**config.mk**
```make
export PLATFORM = sky130hd
export DESIGN_NAME = uart_fifo_irq_ctrl
export DESIGN_NICKNAME = d
export VERILOG_FILES = /design/src/rtl/uart_irq_pkg.sv /design/src/rtl/fifo_level_decode.sv /design/src/rtl/uart_irq_cfg_regs.sv /design/src/rtl/uart_irq_core.sv /design/src/rtl/uart_fifo_irq_ctrl.sv
export SDC_FILE = /design/constraint.sdc
export NUM_CORES = 1
export LEC_CHECK = 0
export ABC_AREA = 1
export BUFFER_PORTS_ARGS = -buffer_cell sky130_fd_sc_hd__buf_2
export CAP_MARGIN = 20
export CORE_ASPECT_RATIO = 2
export CORE_MARGIN = 2
export CORE_UTILIZATION = 49
export CTS_CLUSTER_DIAMETER = 60
export DETAILED_ROUTE_END_ITERATION = 8
export GPL_ROUTABILITY_DRIVEN = 1
export PLACE_DENSITY = 0.93
export SKIP_LAST_GASP = 1
export SYNTH_ARGS = -nofsm -noshare
export SYNTH_HDL_FRONTEND = slang
export SYNTH_SLANG_ARGS = --single-unit
```
**constraint.sdc**
```tcl
create_clock -name clk_i -period 5.4 [get_ports clk_i]
set_clock_uncertainty 0.1 [all_clocks]
set_input_delay 1.08 -clock clk_i [delete_from_list [all_inputs] [get_ports clk_i]]
set_output_delay 1.08 -clock clk_i [all_outputs]
set_load 0.01 [all_outputs]
```
**src/rtl/uart_irq_pkg.sv**
```systemverilog
package uart_irq_pkg;
  localparam int unsigned ADDR_W = 3;
  // word offsets; 6 and 7 are fixed by the driver
  localparam logic [ADDR_W-1:0] OFS_STATUS = 3'd2;
  localparam logic [ADDR_W-1:0] OFS_CTRL   = 3'd3;
  localparam logic [ADDR_W-1:0] OFS_TX_THR = 3'd4;
  localparam logic [ADDR_W-1:0] OFS_RX_THR = 3'd5;
  localparam logic [ADDR_W-1:0] OFS_RX_OCC = 3'd6;
  localparam logic [ADDR_W-1:0] OFS_TX_OCC = 3'd7;
  // status bits; 13/14 ordering is shared with software
  localparam int unsigned ST_TX_RDY   = 0;
  localparam int unsigned ST_RX_RDY   = 1;
  localparam int unsigned ST_TX_FULL  = 2;
  localparam int unsigned ST_RX_FULL  = 3;
  localparam int unsigned ST_TX_EMPTY = 4;
  localparam int unsigned ST_RX_EMPTY = 5;
  localparam int unsigned ST_RX_THR   = 13;
  localparam int unsigned ST_GAP      = 14;
  localparam int unsigned CTRL_TX_EN  = 0;
  localparam int unsigned CTRL_RX_EN  = 1;
endpackage

```
**src/rtl/fifo_level_decode.sv**
```systemverilog
module fifo_level_decode #(
  parameter int unsigned DEPTH = 16,
  parameter bit          WIDE  = 1'b0,
  parameter int unsigned CW    = $clog2(DEPTH) + (WIDE ? 1 : 0),
  parameter int unsigned LW    = $clog2(DEPTH) + 1
) (
  input  logic [CW-1:0] used_i,
  input  logic          full_i,
  output logic [LW-1:0] level_o
);
  generate
    if (WIDE) begin : g_wide
      logic unused_full;
      assign unused_full = full_i;
      assign level_o = LW'(used_i);
    end else begin : g_narrow
      // narrow count wraps to 0 at full depth
      assign level_o = full_i ? LW'(DEPTH) : LW'(used_i);
    end
  endgenerate
endmodule

```
**src/rtl/uart_irq_cfg_regs.sv**
```systemverilog
module uart_irq_cfg_regs
  import uart_irq_pkg::*;
#(
  parameter int unsigned TX_DEPTH = 16,
  parameter int unsigned RX_DEPTH = 32,
  parameter int unsigned TLW = $clog2(TX_DEPTH) + 1,
  parameter int unsigned RLW = $clog2(RX_DEPTH) + 1
) (
  input  logic              clk_i,
  input  logic              rst_ni,
  input  logic              we_i,
  input  logic [ADDR_W-1:0] addr_i,
  input  logic [31:0]       wdata_i,
  output logic              tx_en_o,
  output logic              rx_en_o,
  output logic [TLW-1:0]    tx_thr_o,
  output logic [RLW-1:0]    rx_thr_o,
  output logic              gap_wclr_o
);
  logic [TLW-1:0] tx_thr_d;
  logic [RLW-1:0] rx_thr_d;

  always_comb begin
    tx_thr_d = (wdata_i > 32'(TX_DEPTH)) ? TLW'(TX_DEPTH) : wdata_i[TLW-1:0];
    rx_thr_d = (wdata_i > 32'(RX_DEPTH)) ? RLW'(RX_DEPTH) : wdata_i[RLW-1:0];
  end

  always_ff @(posedge clk_i or negedge rst_ni) begin
    if (!rst_ni) begin
      tx_en_o  <= 1'b0;
      rx_en_o  <= 1'b0;
      tx_thr_o <= '0;
      rx_thr_o <= RLW'(1);
    end else if (we_i) begin
      case (addr_i)
        OFS_CTRL: begin
          tx_en_o <= wdata_i[CTRL_TX_EN];
          rx_en_o <= wdata_i[CTRL_RX_EN];
        end
        OFS_TX_THR: tx_thr_o <= tx_thr_d;
        OFS_RX_THR: rx_thr_o <= rx_thr_d;
        default: ;
      endcase
    end
  end

  assign gap_wclr_o = we_i && (addr_i == OFS_STATUS) && wdata_i[ST_GAP];
endmodule

```
**src/rtl/uart_irq_core.sv**
```systemverilog
module uart_irq_core #(
  parameter int unsigned TLW = 5,
  parameter int unsigned RLW = 6
) (
  input  logic           clk_i,
  input  logic           rst_ni,
  input  logic [TLW-1:0] tx_level_i,
  input  logic           tx_full_i,
  input  logic [RLW-1:0] rx_level_i,
  input  logic           rx_full_i,
  input  logic           rx_empty_i,
  input  logic           gap_tmo_i,
  input  logic           gap_wclr_i,
  input  logic [TLW-1:0] tx_thr_i,
  input  logic [RLW-1:0] rx_thr_i,
  input  logic           tx_en_i,
  input  logic           rx_en_i,
  output logic           tx_ready_o,
  output logic           rx_hit_o,
  output logic           rx_ready_o,
  output logic           gap_o,
  output logic           irq_o
);
  logic gap_q, irq_q;

  assign tx_ready_o = (tx_level_i <= tx_thr_i) && !tx_full_i;
  assign rx_hit_o   = (rx_level_i >= rx_thr_i) || rx_full_i;
  assign rx_ready_o = rx_hit_o || gap_q;

  always_ff @(posedge clk_i or negedge rst_ni) begin
    if (!rst_ni) begin
      gap_q <= 1'b0;
      irq_q <= 1'b0;
    end else begin
      // a fresh timeout beats a software clear
      gap_q <= !rx_empty_i && (gap_tmo_i || (gap_q && !gap_wclr_i));
      irq_q <= (tx_en_i && tx_ready_o) || (rx_en_i && rx_ready_o);
    end
  end

  assign gap_o = gap_q;
  assign irq_o = irq_q;
endmodule

```
**src/rtl/uart_fifo_irq_ctrl.sv**
```systemverilog
module uart_fifo_irq_ctrl
  import uart_irq_pkg::*;
#(
  parameter int unsigned TX_DEPTH   = 16,
  parameter int unsigned RX_DEPTH   = 32,
  parameter bit          WIDE_COUNT = 1'b0,
  parameter int unsigned TX_CW = $clog2(TX_DEPTH) + (WIDE_COUNT ? 1 : 0),
  parameter int unsigned RX_CW = $clog2(RX_DEPTH) + (WIDE_COUNT ? 1 : 0)
) (
  input  logic              clk_i,
  input  logic              rst_ni,
  input  logic [TX_CW-1:0]  tx_used_i,
  input  logic              tx_full_i,
  input  logic              tx_empty_i,
  input  logic [RX_CW-1:0]  rx_used_i,
  input  logic              rx_full_i,
  input  logic              rx_empty_i,
  input  logic              rx_gap_tmo_i,
  input  logic              reg_we_i,
  input  logic [ADDR_W-1:0] reg_addr_i,
  input  logic [31:0]       reg_wdata_i,
  output logic [31:0]       reg_rdata_o,
  output logic              irq_o
);
  localparam int unsigned TLW = $clog2(TX_DEPTH) + 1;
  localparam int unsigned RLW = $clog2(RX_DEPTH) + 1;

  logic [TLW-1:0] tx_level_w, tx_thr_w;
  logic [RLW-1:0] rx_level_w, rx_thr_w;
  logic tx_en_w, rx_en_w, gap_wclr_w;
  logic tx_ready_w, rx_hit_w, rx_ready_w, gap_w;

  fifo_level_decode #(.DEPTH(TX_DEPTH), .WIDE(WIDE_COUNT), .CW(TX_CW), .LW(TLW)) u_tx_lvl (
    .used_i(tx_used_i), .full_i(tx_full_i), .level_o(tx_level_w)
  );

  fifo_level_decode #(.DEPTH(RX_DEPTH), .WIDE(WIDE_COUNT), .CW(RX_CW), .LW(RLW)) u_rx_lvl (
    .used_i(rx_used_i), .full_i(rx_full_i), .level_o(rx_level_w)
  );

  uart_irq_cfg_regs #(.TX_DEPTH(TX_DEPTH), .RX_DEPTH(RX_DEPTH), .TLW(TLW), .RLW(RLW)) u_cfg (
    .clk_i(clk_i), .rst_ni(rst_ni), .we_i(reg_we_i), .addr_i(reg_addr_i),
    .wdata_i(reg_wdata_i), .tx_en_o(tx_en_w), .rx_en_o(rx_en_w),
    .tx_thr_o(tx_thr_w), .rx_thr_o(rx_thr_w), .gap_wclr_o(gap_wclr_w)
  );

  uart_irq_core #(.TLW(TLW), .RLW(RLW)) u_core (
    .clk_i(clk_i), .rst_ni(rst_ni),
    .tx_level_i(tx_level_w), .tx_full_i(tx_full_i),
    .rx_level_i(rx_level_w), .rx_full_i(rx_full_i), .rx_empty_i(rx_empty_i),
    .gap_tmo_i(rx_gap_tmo_i), .gap_wclr_i(gap_wclr_w),
    .tx_thr_i(tx_thr_w), .rx_thr_i(rx_thr_w),
    .tx_en_i(tx_en_w), .rx_en_i(rx_en_w),
    .tx_ready_o(tx_ready_w), .rx_hit_o(rx_hit_w), .rx_ready_o(rx_ready_w),
    .gap_o(gap_w), .irq_o(irq_o)
  );

  logic [31:0] status_w;
  always_comb begin
    status_w              = '0;
    status_w[ST_TX_RDY]   = tx_ready_w;
    status_w[ST_RX_RDY]   = rx_ready_w;
    status_w[ST_TX_FULL]  = tx_full_i;
    status_w[ST_RX_FULL]  = rx_full_i;
    status_w[ST_TX_EMPTY] = tx_empty_i;
    status_w[ST_RX_EMPTY] = rx_empty_i;
    status_w[ST_RX_THR]   = rx_hit_w;
    status_w[ST_GAP]      = gap_w;
  end

  always_comb begin
    case (reg_addr_i)
      OFS_STATUS: reg_rdata_o = status_w;
      OFS_CTRL:   reg_rdata_o = {30'd0, rx_en_w, tx_en_w};
      OFS_TX_THR: reg_rdata_o = 32'(tx_thr_w);
      OFS_RX_THR: reg_rdata_o = 32'(rx_thr_w);
      OFS_RX_OCC: reg_rdata_o = 32'(rx_level_w);
      OFS_TX_OCC: reg_rdata_o = 32'(tx_level_w);
      default:    reg_rdata_o = '0;
    endcase
  end
endmodule

```
## Word-level counts from Yosys, hierarchy flattened

Cells that the tools add are included.

| operators by class | value |
|---|---|
| reduce and logical (&&, ||, !) cells | 17 |
| magnitude comparators | 4 |
| eq/ne operators | 6 |
| mux-type cells | 5 |

Operators with widths:

| operator | number |
|---|---|
| $pmux W15 S6 | 1 |
| $gt A32 B5 Y1 const B | 1 |
| $gt A32 B6 Y1 const B | 1 |
| $eq A3 B3 Y1 const B | 4 |
| $mux W6 | 2 |
| $mux W5 | 2 |
| $logic_and A1 B1 Y1 | 7 |
| $eq A3 B2 Y1 const B | 2 |
| $ge A6 B6 Y1 | 1 |
| $reduce_and A2 Y1 | 3 |
| $le A5 B5 Y1 | 1 |
| $logic_or A1 B1 Y1 | 4 |
| $logic_not A1 Y1 | 3 |

| storage, ports and cells | value |
|---|---|
| output and inout port bits | 33 |
| word-level logic and storage cells | 38 |
| bits in registers | 15 |
| input port bits | 52 |

## Logic depth before layout (Yosys ltp)

Gate-level depths: netlist of run 1.

| depth | value |
|---|---|
| depth after elaboration | 7 |
| depth in mapped cells | 11 |
| gate-level depth less buffers | 10 |

## Cells and area by module

From an unflattened synthesis of run 1, not the netlist that was laid out.

| second synthesis, totals | value |
|---|---|
| cells, all modules | 305 |
| area total of the unflattened synthesis | 1883.1 um^2 |

By module, submodules not included:

| module | cells an instance | area each (um^2) | instances | sequential area each (um^2) |
|---|---|---|---|---|
| uart_irq_cfg_regs | 121 | 802.0 | 1 | 326.6 |
| uart_fifo_irq_ctrl | 100 | 578.1 | 1 | 0.0 |
| uart_irq_core | 64 | 420.4 | 1 | 50.0 |
| fifo_level_decode (u_rx_lvl) | 11 | 45.0 | 1 | 0.0 |
| fifo_level_decode (u_tx_lvl) | 9 | 37.5 | 1 | 0.0 |

## Worst setup path after synthesis of run 1

OpenSTA, ideal clock, no wires.

| path | value |
|---|---|
| kind | input to output |
| start point | in rx_full_i |
| end point | out reg_rdata_o[1] |
| required time | 4.220 ns |
| stages on the path | 9 |
| arrival | 2.143 ns |
| setup slack | 2.077 ns |
| path buffers | 1 |
| path through | clkbuf_1 > nor2_1 > ha_1 > nand3_1 > nand3_1 > nor2_1 > nand2_1 > nand2_1 > nand3_1 |

| between the ends | value |
|---|---|
| cells in the longest elaborated chain, start to end | 5 |

Ends and longest elaborated chain:

| element | line | RTL |
|---|---|---|
| from (decl) | uart_fifo_irq_ctrl.sv:16 | `input logic rx_full_i,` |
| $mux W6 | fifo_level_decode.sv:18 | `assign level_o = full_i ? LW'(DEPTH) : LW'(used_i);` |
| $ge A6 B6 Y1 | uart_irq_core.sv:27 | `assign rx_hit_o = (rx_level_i >= rx_thr_i) \|\| rx_full_i;` |
| $logic_or A1 B1 Y1 | uart_irq_core.sv:27 |  |
| $logic_or A1 B1 Y1 | uart_irq_core.sv:28 | `assign rx_ready_o = rx_hit_o \|\| gap_q;` |
| $pmux W15 S6 (*) | uart_fifo_irq_ctrl.sv:72 | `case (reg_addr_i)` |
| to (decl) | uart_fifo_irq_ctrl.sv:22 | `output logic [31:0] reg_rdata_o,` |

Every way passes the cells marked *; elsewhere a longest branch is shown, timed or not.

## Final worst setup path of run 1

Same ends and word-level chain as after synthesis.

==> results of run 1 <==
==> worst max-delay path: cells and delay by family <==
| kind | cells | cell delay, ps |
|---|---|---|
| buffers and inverters | 2 | 290 |
| adders and majority gates | 1 | 280 |
| and+or+nand+nor | 7 | 730 |
==> per-stage QoR <==
stage	total power, uW	instances	hold WS [ps]
after floorplan	190	282	349
after global placement	215	347	367
after detailed placement	217	347	368
after CTS	305	351	384
after global routing	323	351	419
final	304	351	383
==> registers in the layout, summed over array words and instances, names as in the netlist <==
register / cells
u_core.irq_o: 1
u_cfg.tx_en_o: 1
u_cfg.rx_thr_o: 6
u_cfg.tx_thr_o: 5
u_cfg.rx_en_o: 1
u_core.gap_o: 1
==> logic make-up after synthesis <==
| logic type | Yosys count | synth area share [%] |
|---|---|---|
| and+or+nand+nor | 153 | 41.2 |
| AOI/OAI and AO/OA | 15 | 5.87 |
| other | 1 | 0.231 |
| adders and majority gates | 11 | 8.49 |
| buffers and inverters | 64 | 20.9 |
| DFF | 15 | 23.2 |
==> cells in the final DEF (no fill, tap or decap), drive strengths merged, types with 2 or more instances in the layout <==
master | netlist | layout
a21oi | 4 | 4
a22oi | 2 | 2
buf | 25 | 60
clkbuf | 1 | 3
clkinv | 1 | 2
conb | 1 | 24
dfrtp | 14 | 14
ha | 11 | 11
inv | 37 | 37
nand2 | 78 | 78
nand3 | 20 | 20
nand4 | 3 | 3
nor2 | 48 | 48
nor3 | 2 | 2
o211ai | 2 | 2
o21ai | 5 | 5
==> power groups by stage <==
stage                     combinational [uW]  clock (uW)  sequential, uW
after global routing                     105        93.7             124
after CTS                               92.1        89.9             123
after floorplan                         64.9           0             125
final                                   91.8        88.6             123
after detailed placement                91.8           0             125
after global placement                  89.6           0             125
==> worst max-delay path by stage <==
stage | slack (ps) | cells past startpoint | from | end
2_1_floorplan | 2080 | 9 | rx_full_i | reg_rdata_o[1]
3_3_place_gp | 1850 | 10 | rx_full_i | reg_rdata_o[1]
3_5_place_dp | 1860 | 10 | rx_full_i | reg_rdata_o[1]
4_1_cts | 1860 | 10 | rx_full_i | reg_rdata_o[1]
5_1_grt | 1670 | 10 | rx_full_i | reg_rdata_o[1]
6_report | 1850 | 10 | rx_full_i | reg_rdata_o[1]
==> area by class of cell <==
type / count / area [sq um]
clock inverters: 1 / 5.00
well taps: 31 / 38.8
inverters: 38 / 144
flip-flops and latches: 15 / 377
fillers: 329 / 1260
multi-input cells: 203 / 991
repair buffers: 60 / 300
clock buffers: 3 / 41.3
==> per-layer routing <==
layer / up-vias / routed length (um) / GRT usage, % / share of wire, %
met2: 72 / 2250 / 45.5 / 59
met1: 718 / 1220 / 18.7 / 32
met4: 0 / 146 / 11.0 / 3.8
met5: - / 0 / 0 / 0
met3: 13 / 216 / 1.28 / 5.6
li1: 873 / - / - / -
==> flow_summary.yaml, run 1 <==
global_route:
  overflow: 0
  grt_max_degree: 16
  grt_pass1_wl_um: 6330
  groute.usage.overall_pct: 22.1
  grt_pass1_vias: 1661
  antenna_found_initial: 0
critical_path:
  worstPathMaxFanout: 9
  crit_top_cell: "nor2_1"
  cp_slowest_cell: "ha_1"
  required_ps: 4220
  critPathMaxStageDelay_ps: 280
  reg2reg_depth: 9
  r2r-start: "u_cfg.tx_thr_o[3]"
  r2r_slack_ps: 3870
  cp_cell_sequence: "buf_2 > nor2_1 > ha_1 > nand3_1 > nor2_1 > nor2_1 > nand2_1 > nand2_1 > nand3_1 > buf_2"
  cp-start-kind: "primary input"
  critPathArrivalTime_ps: 2370
  reg2reg_to: "u_core.irq_o"
  worst_setup_path_end_kind: "primary output"
  critical_path_class: "primary input to primary output"
final_layout:
  final_area_sq_um: 1900
  drive_gt1_share_pct: 24.1
  syn_to_final_growth_pct: 17.1
  fin_util_pct: 60.1
  nets: 384
  antenna_cells: 0
timing:
  setup_viol: 0
  min_period_ps: 3550
  max_freq_mhz: 281
  slew_headroom_pct: 67.3
  slew_viol_final: 0
  fin_tns_setup_ps: 0
  grt_setup_unrepaired: "false"
  finalHoldViolCount: 0
  setup_ws_ps: 1850
  fin_crit_sh_pct: 65.8
  worst_pin_slew_ps: 485
yosys:
  yosysMostFrequentCell: "nand2_1"
  synth_cell_types: 27
  synth_top_area_share_pct: 21.6
  synth-edff-count: 0
  ys_top_cells_by_count: "76 x nand2_1, 45 x nor2_1, 36 x inv_1"
  synth_ff_type: "dfrtp_1"
  async_reset_ff_share_pct: 100
  syn_inst: 259
  yosys-top-cells-area: "dfrtp_1 22%, nand2_1 18%, buf_4 11%"
  avgSynthCellArea_sq_um: 6.26
  syn_area_sq_um: 1620
  ys_seq_elements: 15
  synth_area_leader_cell: "dfrtp_1"
  yosys_warnings: 0
  yosysSeqAreaShare_pct: 23.2
route:
  dr.pass1.iters: 4
  num_vias: 1676
  drt_iter0_markers: 27
  ant_nets: 0
  drc: 0
  vias_per_cell: 4.77
  wl_per_cell_um: 10.9
  wl_um: 3830
clock_network:
  cts_max_level: 1
  clockRootBuffer: "clkbuf_8"
  cts_post_setup_buffers_inserted: 0
  cts.hold.buffers_added: 0
  clock_latency_ps: 250
  cts.sinks: 15
  path_clk_slew_ps: 60
  cts_tree: "yes"
  ctsResizeCount: 0
  numCtsBuffers: 3
  cts_buffer_depth: 2
floorplanning:
  placementRows: 29
  core_area_sq_um: 3160
  die_x_um: 44.7
  ios: 85
  dieArea_sq_um: 3810
  start_util_pct: 51.3
  die_h_um: 85.3
pwr:
  power_frac_comb_pct: 30.2
  leakage_uw: 0.00112
  p_clk_share_pct: 29.2
  pwr_density_cell_nw_per_um2: 160
  p_int_uw: 205
  ir_worst_vdd_v: 0.000120
  power.switching_uw: 98.2
  seq_power_share_pct: 40.6
  switching_share_pct: 32.3
outcome:
  status: "finished, final reports clean"
placed_design:
  dpl.hpwl_um: 3440
  io_buffers: 60
  place_congestion: 0.902
  postPlaceCellArea_sq_um: 1850
  place_ws_ps: 1860
hold_path:
  hold_class: "flop to flop"
  holdPathEnd: "u_cfg.rx_thr_o[4]"
  min_from: "u_cfg.rx_thr_o[4]"
  holdPathStages: 2
flow_run:
  cap_violations: 0
No activity file was read; power rests on OpenSTA's default activity.
==> inputs of run 2 (changes only) <==
ABC_AREA = 0   (was 1)
CORE_UTILIZATION = 45   (was 49)
PLACE_DENSITY = 0.88   (was 0.93)
clock period = 3.55 ns   (was 5.4 ns; I/O delays follow)
==> flow_summary.yaml, run 2 <==
clock_network:
  cts_max_level: 1
  clock_latency_ps: 240
  cts.hold.buffers_added: 0
  cts.sinks: 15
  cts_buffer_depth: 2
  numCtsBuffers: 3
  ctsResizeCount: 0
  path_clk_slew_ps: 50
  cts_tree: "yes"
  cts_post_setup_buffers_inserted: 0
  clockRootBuffer: "clkbuf_8"
yosys:
  synth_ff_type: "dfrtp_1"
  synth_top_area_share_pct: 23.2
  async_reset_ff_share_pct: 100
  avgSynthCellArea_sq_um: 8.52
  syn_inst: 177
  ys_top_cells_by_count: "24 x buf_4, 17 x nand2_1, 14 x dfrtp_1, 14 x inv_1, 11 x ha_1"
  syn_area_sq_um: 1510
  yosys_warnings: 0
  yosysMostFrequentCell: "buf_4"
  yosys-top-cells-area: "dfrtp_1 23%, buf_4 12%, ha_1 9.1%"
  synth_area_leader_cell: "dfrtp_1"
  synth-edff-count: 0
  ys_seq_elements: 15
  yosysSeqAreaShare_pct: 25.0
  synth_cell_types: 45
final_layout:
  regMostFlops: "u_cfg.rx_thr_o"
  antenna_cells: 0
  nets: 300
  fin_util_pct: 55.8
  final_common_cell: "buf_2"
  syn_to_final_growth_pct: 18.1
  largest_registers: "u_cfg.rx_thr_o x6, u_cfg.tx_thr_o x5"
  drive_gt1_share_pct: 34.3
  final_area_sq_um: 1780
  largest_reg_flops: 6
  mostFrequentLayoutCells: "60 x buf_2, 24 x conb_1, 17 x nand2_1, 14 x inv_1, 14 x dfrtp_1"
floorplanning:
  ios: 85
  start_util_pct: 47.2
  die_h_um: 85.9
  placementRows: 29
  die_x_um: 44.9
  dieArea_sq_um: 3860
  core_area_sq_um: 3190
pwr:
  ir_worst_vdd_v: 0.000193
  power_uw: 508
  pwr_density_cell_nw_per_um2: 285
  leakage_uw: 0.000900
global_route:
  antenna_found_initial: 0
  grt_pass1_wl_um: 5780
  groute.usage.overall_pct: 20.1
  grt_max_degree: 20
  overflow: 0
  grt_pass1_vias: 1359
timing:
  min_period_ps: 3200
  grt_setup_unrepaired: "false"
  finalHoldViolCount: 0
  slew_viol_final: 0
  fin_tns_setup_ps: 0
  setup_viol: 0
  fin_crit_sh_pct: 90.2
  setup_ws_ps: 349
  max_freq_mhz: 312
outcome:
  status: "finished, final reports clean"
critical_path:
  worstPathMaxFanout: 9
  required_ps: 2740
  critPathMaxStageDelay_ps: 290
  cp-start-kind: "primary input"
  crit_top_cell: "buf_2"
  cp_cell_sequence: "buf_2 > nor2b_1 > ha_1 > a21o_1 > a211o_1 > a41oi_1 > nor3_1 > or2_1 > buf_2"
  critPathArrivalTime_ps: 2390
  cp_slowest_cell: "a211o_1"
  critical_path_class: "primary input to primary output"
  worst_setup_path_end_kind: "primary output"
placed_design:
  place_congestion: 0.912
  postPlaceCellArea_sq_um: 1740
  io_buffers: 60
  place_ws_ps: 352
  dpl.hpwl_um: 3180
route:
  wl_per_cell_um: 13.8
  num_vias: 1452
  vias_per_cell: 5.44
  wl_um: 3680
  ant_nets: 0
  dr.pass1.iters: 4
  drc: 0
  drt_iter0_markers: 26
hold_path:
  hold_class: "primary input to async pin"
flow_run:
  cap_violations: 0
[run 2: changes by cell type in the layout (fill, tap and decap cells not counted), sizes merged, moves of 7 or more]
cell | previous run | this run
nand3 | 20 | 4
nand2 | 78 | 17
nor2 | 48 | 9
nor2b | 0 | 7
inv | 37 | 15
o22ai | 0 | 11
[run 2: worst paths after layout]
| check | depth (start not counted) | slack [ps] | endpoint | start |
|---|---|---|---|---|
| setup / recovery | 9 | 350 | reg_rdata_o[1] | rx_full_i |
| hold / removal | 1 | 250 | u_core.irq_o | rst_ni |
| setup reg to reg | 7 | 1550 | u_core.irq_o | u_cfg.rx_thr_o[4] |
| hold reg to reg | 2 | 390 | u_cfg.rx_thr_o[0] | u_cfg.rx_thr_o[0] |
| max in group asynchronous | 1 | 2810 | u_cfg.rx_thr_o[0] | rst_ni |
| min in group clk_i | 2 | 390 | u_cfg.rx_thr_o[0] | u_cfg.rx_thr_o[0] |
[run 2: routing by layer]
layer  vias up  track usage, %  share of wire (%)
li1        706               -                  -
met1       662            18.3                 33
met2        75            39.5                 57
met3         9            2.32                6.6
met4         0            10.2                2.8
met5         -               0                  0
[run 2: cells by family (layout without fill, tap and decap cells)]
family | count (synthesis) | after routing | synth area share (%)
compound gates | 35 | 35 | 17.8
fa+ha+maj | 11 | 11 | 9.13
buf+inv | 44 | 80 | 17.3
flops | 15 | 15 | 25.0
mux | 11 | 11 | 8.71
other cells | 1 | 24 | 0.249
simple gates | 60 | 60 | 21.8
[run 2: through the flow]
stage          std cells  hold slack, ps
6_report             267             251
5_1_grt              267             274
4_1_cts              267             260
3_5_place_dp         263             387
3_3_place_gp         263             392
2_1_floorplan        200             314
[run 2: critical path: cells and delay by family]
family	cells	cell delay [ps]
AOI/OAI and AO/OA	3	680
and+or+nand+nor	3	460
buffers and inverters	2	280
adders and majority gates	1	260
[run 2: final cells by class]
cell class	count	area, sq um
fillers	295	1410
multi-input cells	141	956
flip-flops and latches	15	377
repair buffers	61	308
inverters	15	56.3
clock buffers	4	45.0
well taps	31	38.8
[run 2: report_power, final]
group          internal (uW)  switching (uW)  total, uW
clock                   79.4            53.8        133
combinational           80.4            94.0        174
sequential               189            11.0        200
total                    349             159        508
==> inputs of run 3 (changes only) <==
--- a/constraint.sdc
+++ b/constraint.sdc
@@ -4,2 +4,2 @@
 set_output_delay 0.71 -clock clk_i [all_outputs]
-set_load 0.01 [all_outputs]
+set_load 0.005 [all_outputs]
==> flow_summary.yaml, run 3 (synthesis gave the netlist of run 2 again) <==
critical_path:
  r2r-start: "u_cfg.rx_thr_o[4]"
  critPathCapture: "reg_rdata_o[1]"
  reg2reg_depth: 7
  cp-start-kind: "primary input"
  worst_setup_path_end_kind: "primary output"
  crit_start: "rx_full_i"
  r2r_slack_ps: 1590
  required_ps: 2740
  reg2reg_to: "u_core.irq_o"
  worstPathMaxFanout: 9
  critPathArrivalTime_ps: 2420
  critical_path_class: "primary input to primary output"
floorplanning:
  die_h_um: 85.9
  placementRows: 29
  start_util_pct: 47.2
  ios: 85
  dieArea_sq_um: 3860
  die_x_um: 44.9
  core_area_sq_um: 3190
route:
  vias_per_cell: 5.50
  dr.pass1.iters: 4
  ant_nets: 0
  wl_um: 3690
  drt_iter0_markers: 15
  num_vias: 1469
  wl_per_cell_um: 13.8
  drc: 0
global_route:
  antenna_found_initial: 0
  grt_max_degree: 20
  grt_pass1_wl_um: 5610
  overflow: 0
  groute.usage.overall_pct: 19.6
  grt_pass1_vias: 1406
timing:
  setup_viol: 0
  grt_setup_unrepaired: "false"
  max_freq_mhz: 310
  fin_crit_sh_pct: 90.9
  fin_tns_setup_ps: 0
  finalHoldViolCount: 0
  min_period_ps: 3230
  slew_viol_final: 0
placed_design:
  io_buffers: 60
  postPlaceCellArea_sq_um: 1740
  place_congestion: 0.916
  place_inst: 263
  dpl.hpwl_um: 3190
pwr:
  power_uw: 497
  ir_worst_vdd_v: 0.000190
  pwr_density_cell_nw_per_um2: 279
  leakage_uw: 0.000900
hold_path:
  hold_class: "primary input to async pin"
final_layout:
  mostFrequentLayoutCells: "60 x buf_2, 24 x conb_1, 17 x nand2_1, 14 x inv_1, 14 x dfrtp_1"
  nets: 300
  final_common_cell: "buf_2"
  drive_gt1_share_pct: 34.3
  antenna_cells: 0
  final_area_sq_um: 1780
  instances_no_fill: 267
  largest_reg_flops: 6
  regMostFlops: "u_cfg.rx_thr_o"
  syn_to_final_growth_pct: 18.1
  largest_registers: "u_cfg.rx_thr_o x6, u_cfg.tx_thr_o x5"
  fillers: 294
clock_network:
  cts_post_setup_buffers_inserted: 0
  cts_tree: "yes"
  path_clk_slew_ps: 50
  clockRootBuffer: "clkbuf_8"
  numCtsBuffers: 3
  cts_buffer_depth: 2
  cts.sinks: 15
  clock_latency_ps: 240
  cts_max_level: 1
  cts.hold.buffers_added: 0
  ctsResizeCount: 0
flow_run:
  cap_violations: 0
outcome:
  status: "finished, final reports clean"
## run 3: critical path: stages
cell,delay (ps)
buf_2,150
nor2b_1,180
ha_1,280
a21o_1,180
a211o_1,290
a41oi_1,200
nor3_1,70
or2_1,230
buf_2,120
## run 3: how the worst min path moves through the flow
stage / startpoint / end / depth (start not counted)
3_3_place_gp: u_cfg.rx_thr_o[0] / u_cfg.rx_thr_o[0] / 2
3_5_place_dp: u_cfg.rx_thr_o[0] / u_cfg.rx_thr_o[0] / 2
6_report: rst_ni / u_cfg.tx_en_o / 1
4_1_cts: rst_ni / u_cfg.tx_en_o / 1
2_1_floorplan: rst_ni / u_cfg.rx_en_o / 0
5_1_grt: rst_ni / u_cfg.tx_en_o / 1
## run 3: where the power goes
group / internal (uW) / leakage [uW] / switching, uW
clock network: 79.3 / 0.0000228 / 52.5
registers: 189 / 0.000190 / 11.2
logic: 80.3 / 0.000688 / 84.4
## run 3: cell type report
cell class / instances / area, sq um / share of cell area [%]
clock buffers: 4 / 45.0 / 2.53
repair buffers: 61 / 308 / 17.3
inverters: 15 / 56.3 / 3.16
well taps: 31 / 38.8 / 2.18
flip-flops and latches: 15 / 377 / 21.2
multi-input cells: 141 / 956 / 53.7
## run 3: per-layer routing
metal  vias to the layer above  part of all wire [%]  global-route usage (%)  routed length (um)
met3                        15                   6.6                    2.74                 245
li1                        704                     -                       -                   -
met1                       663                    33                    17.0                1200
met4                         0                   4.6                    13.1                 168
met2                        87                    56                    37.3                2080
met5                         -                     0                       0                   0
## run 3: stage by stage
stage	utilization, %	hold slack (ps)	setup WS, ps
floorplan	-	314	681
global placement	54.3	393	417
detailed placement	54.3	395	340
CTS	55.8	257	337
global route	55.8	262	205
finish	55.8	247	323
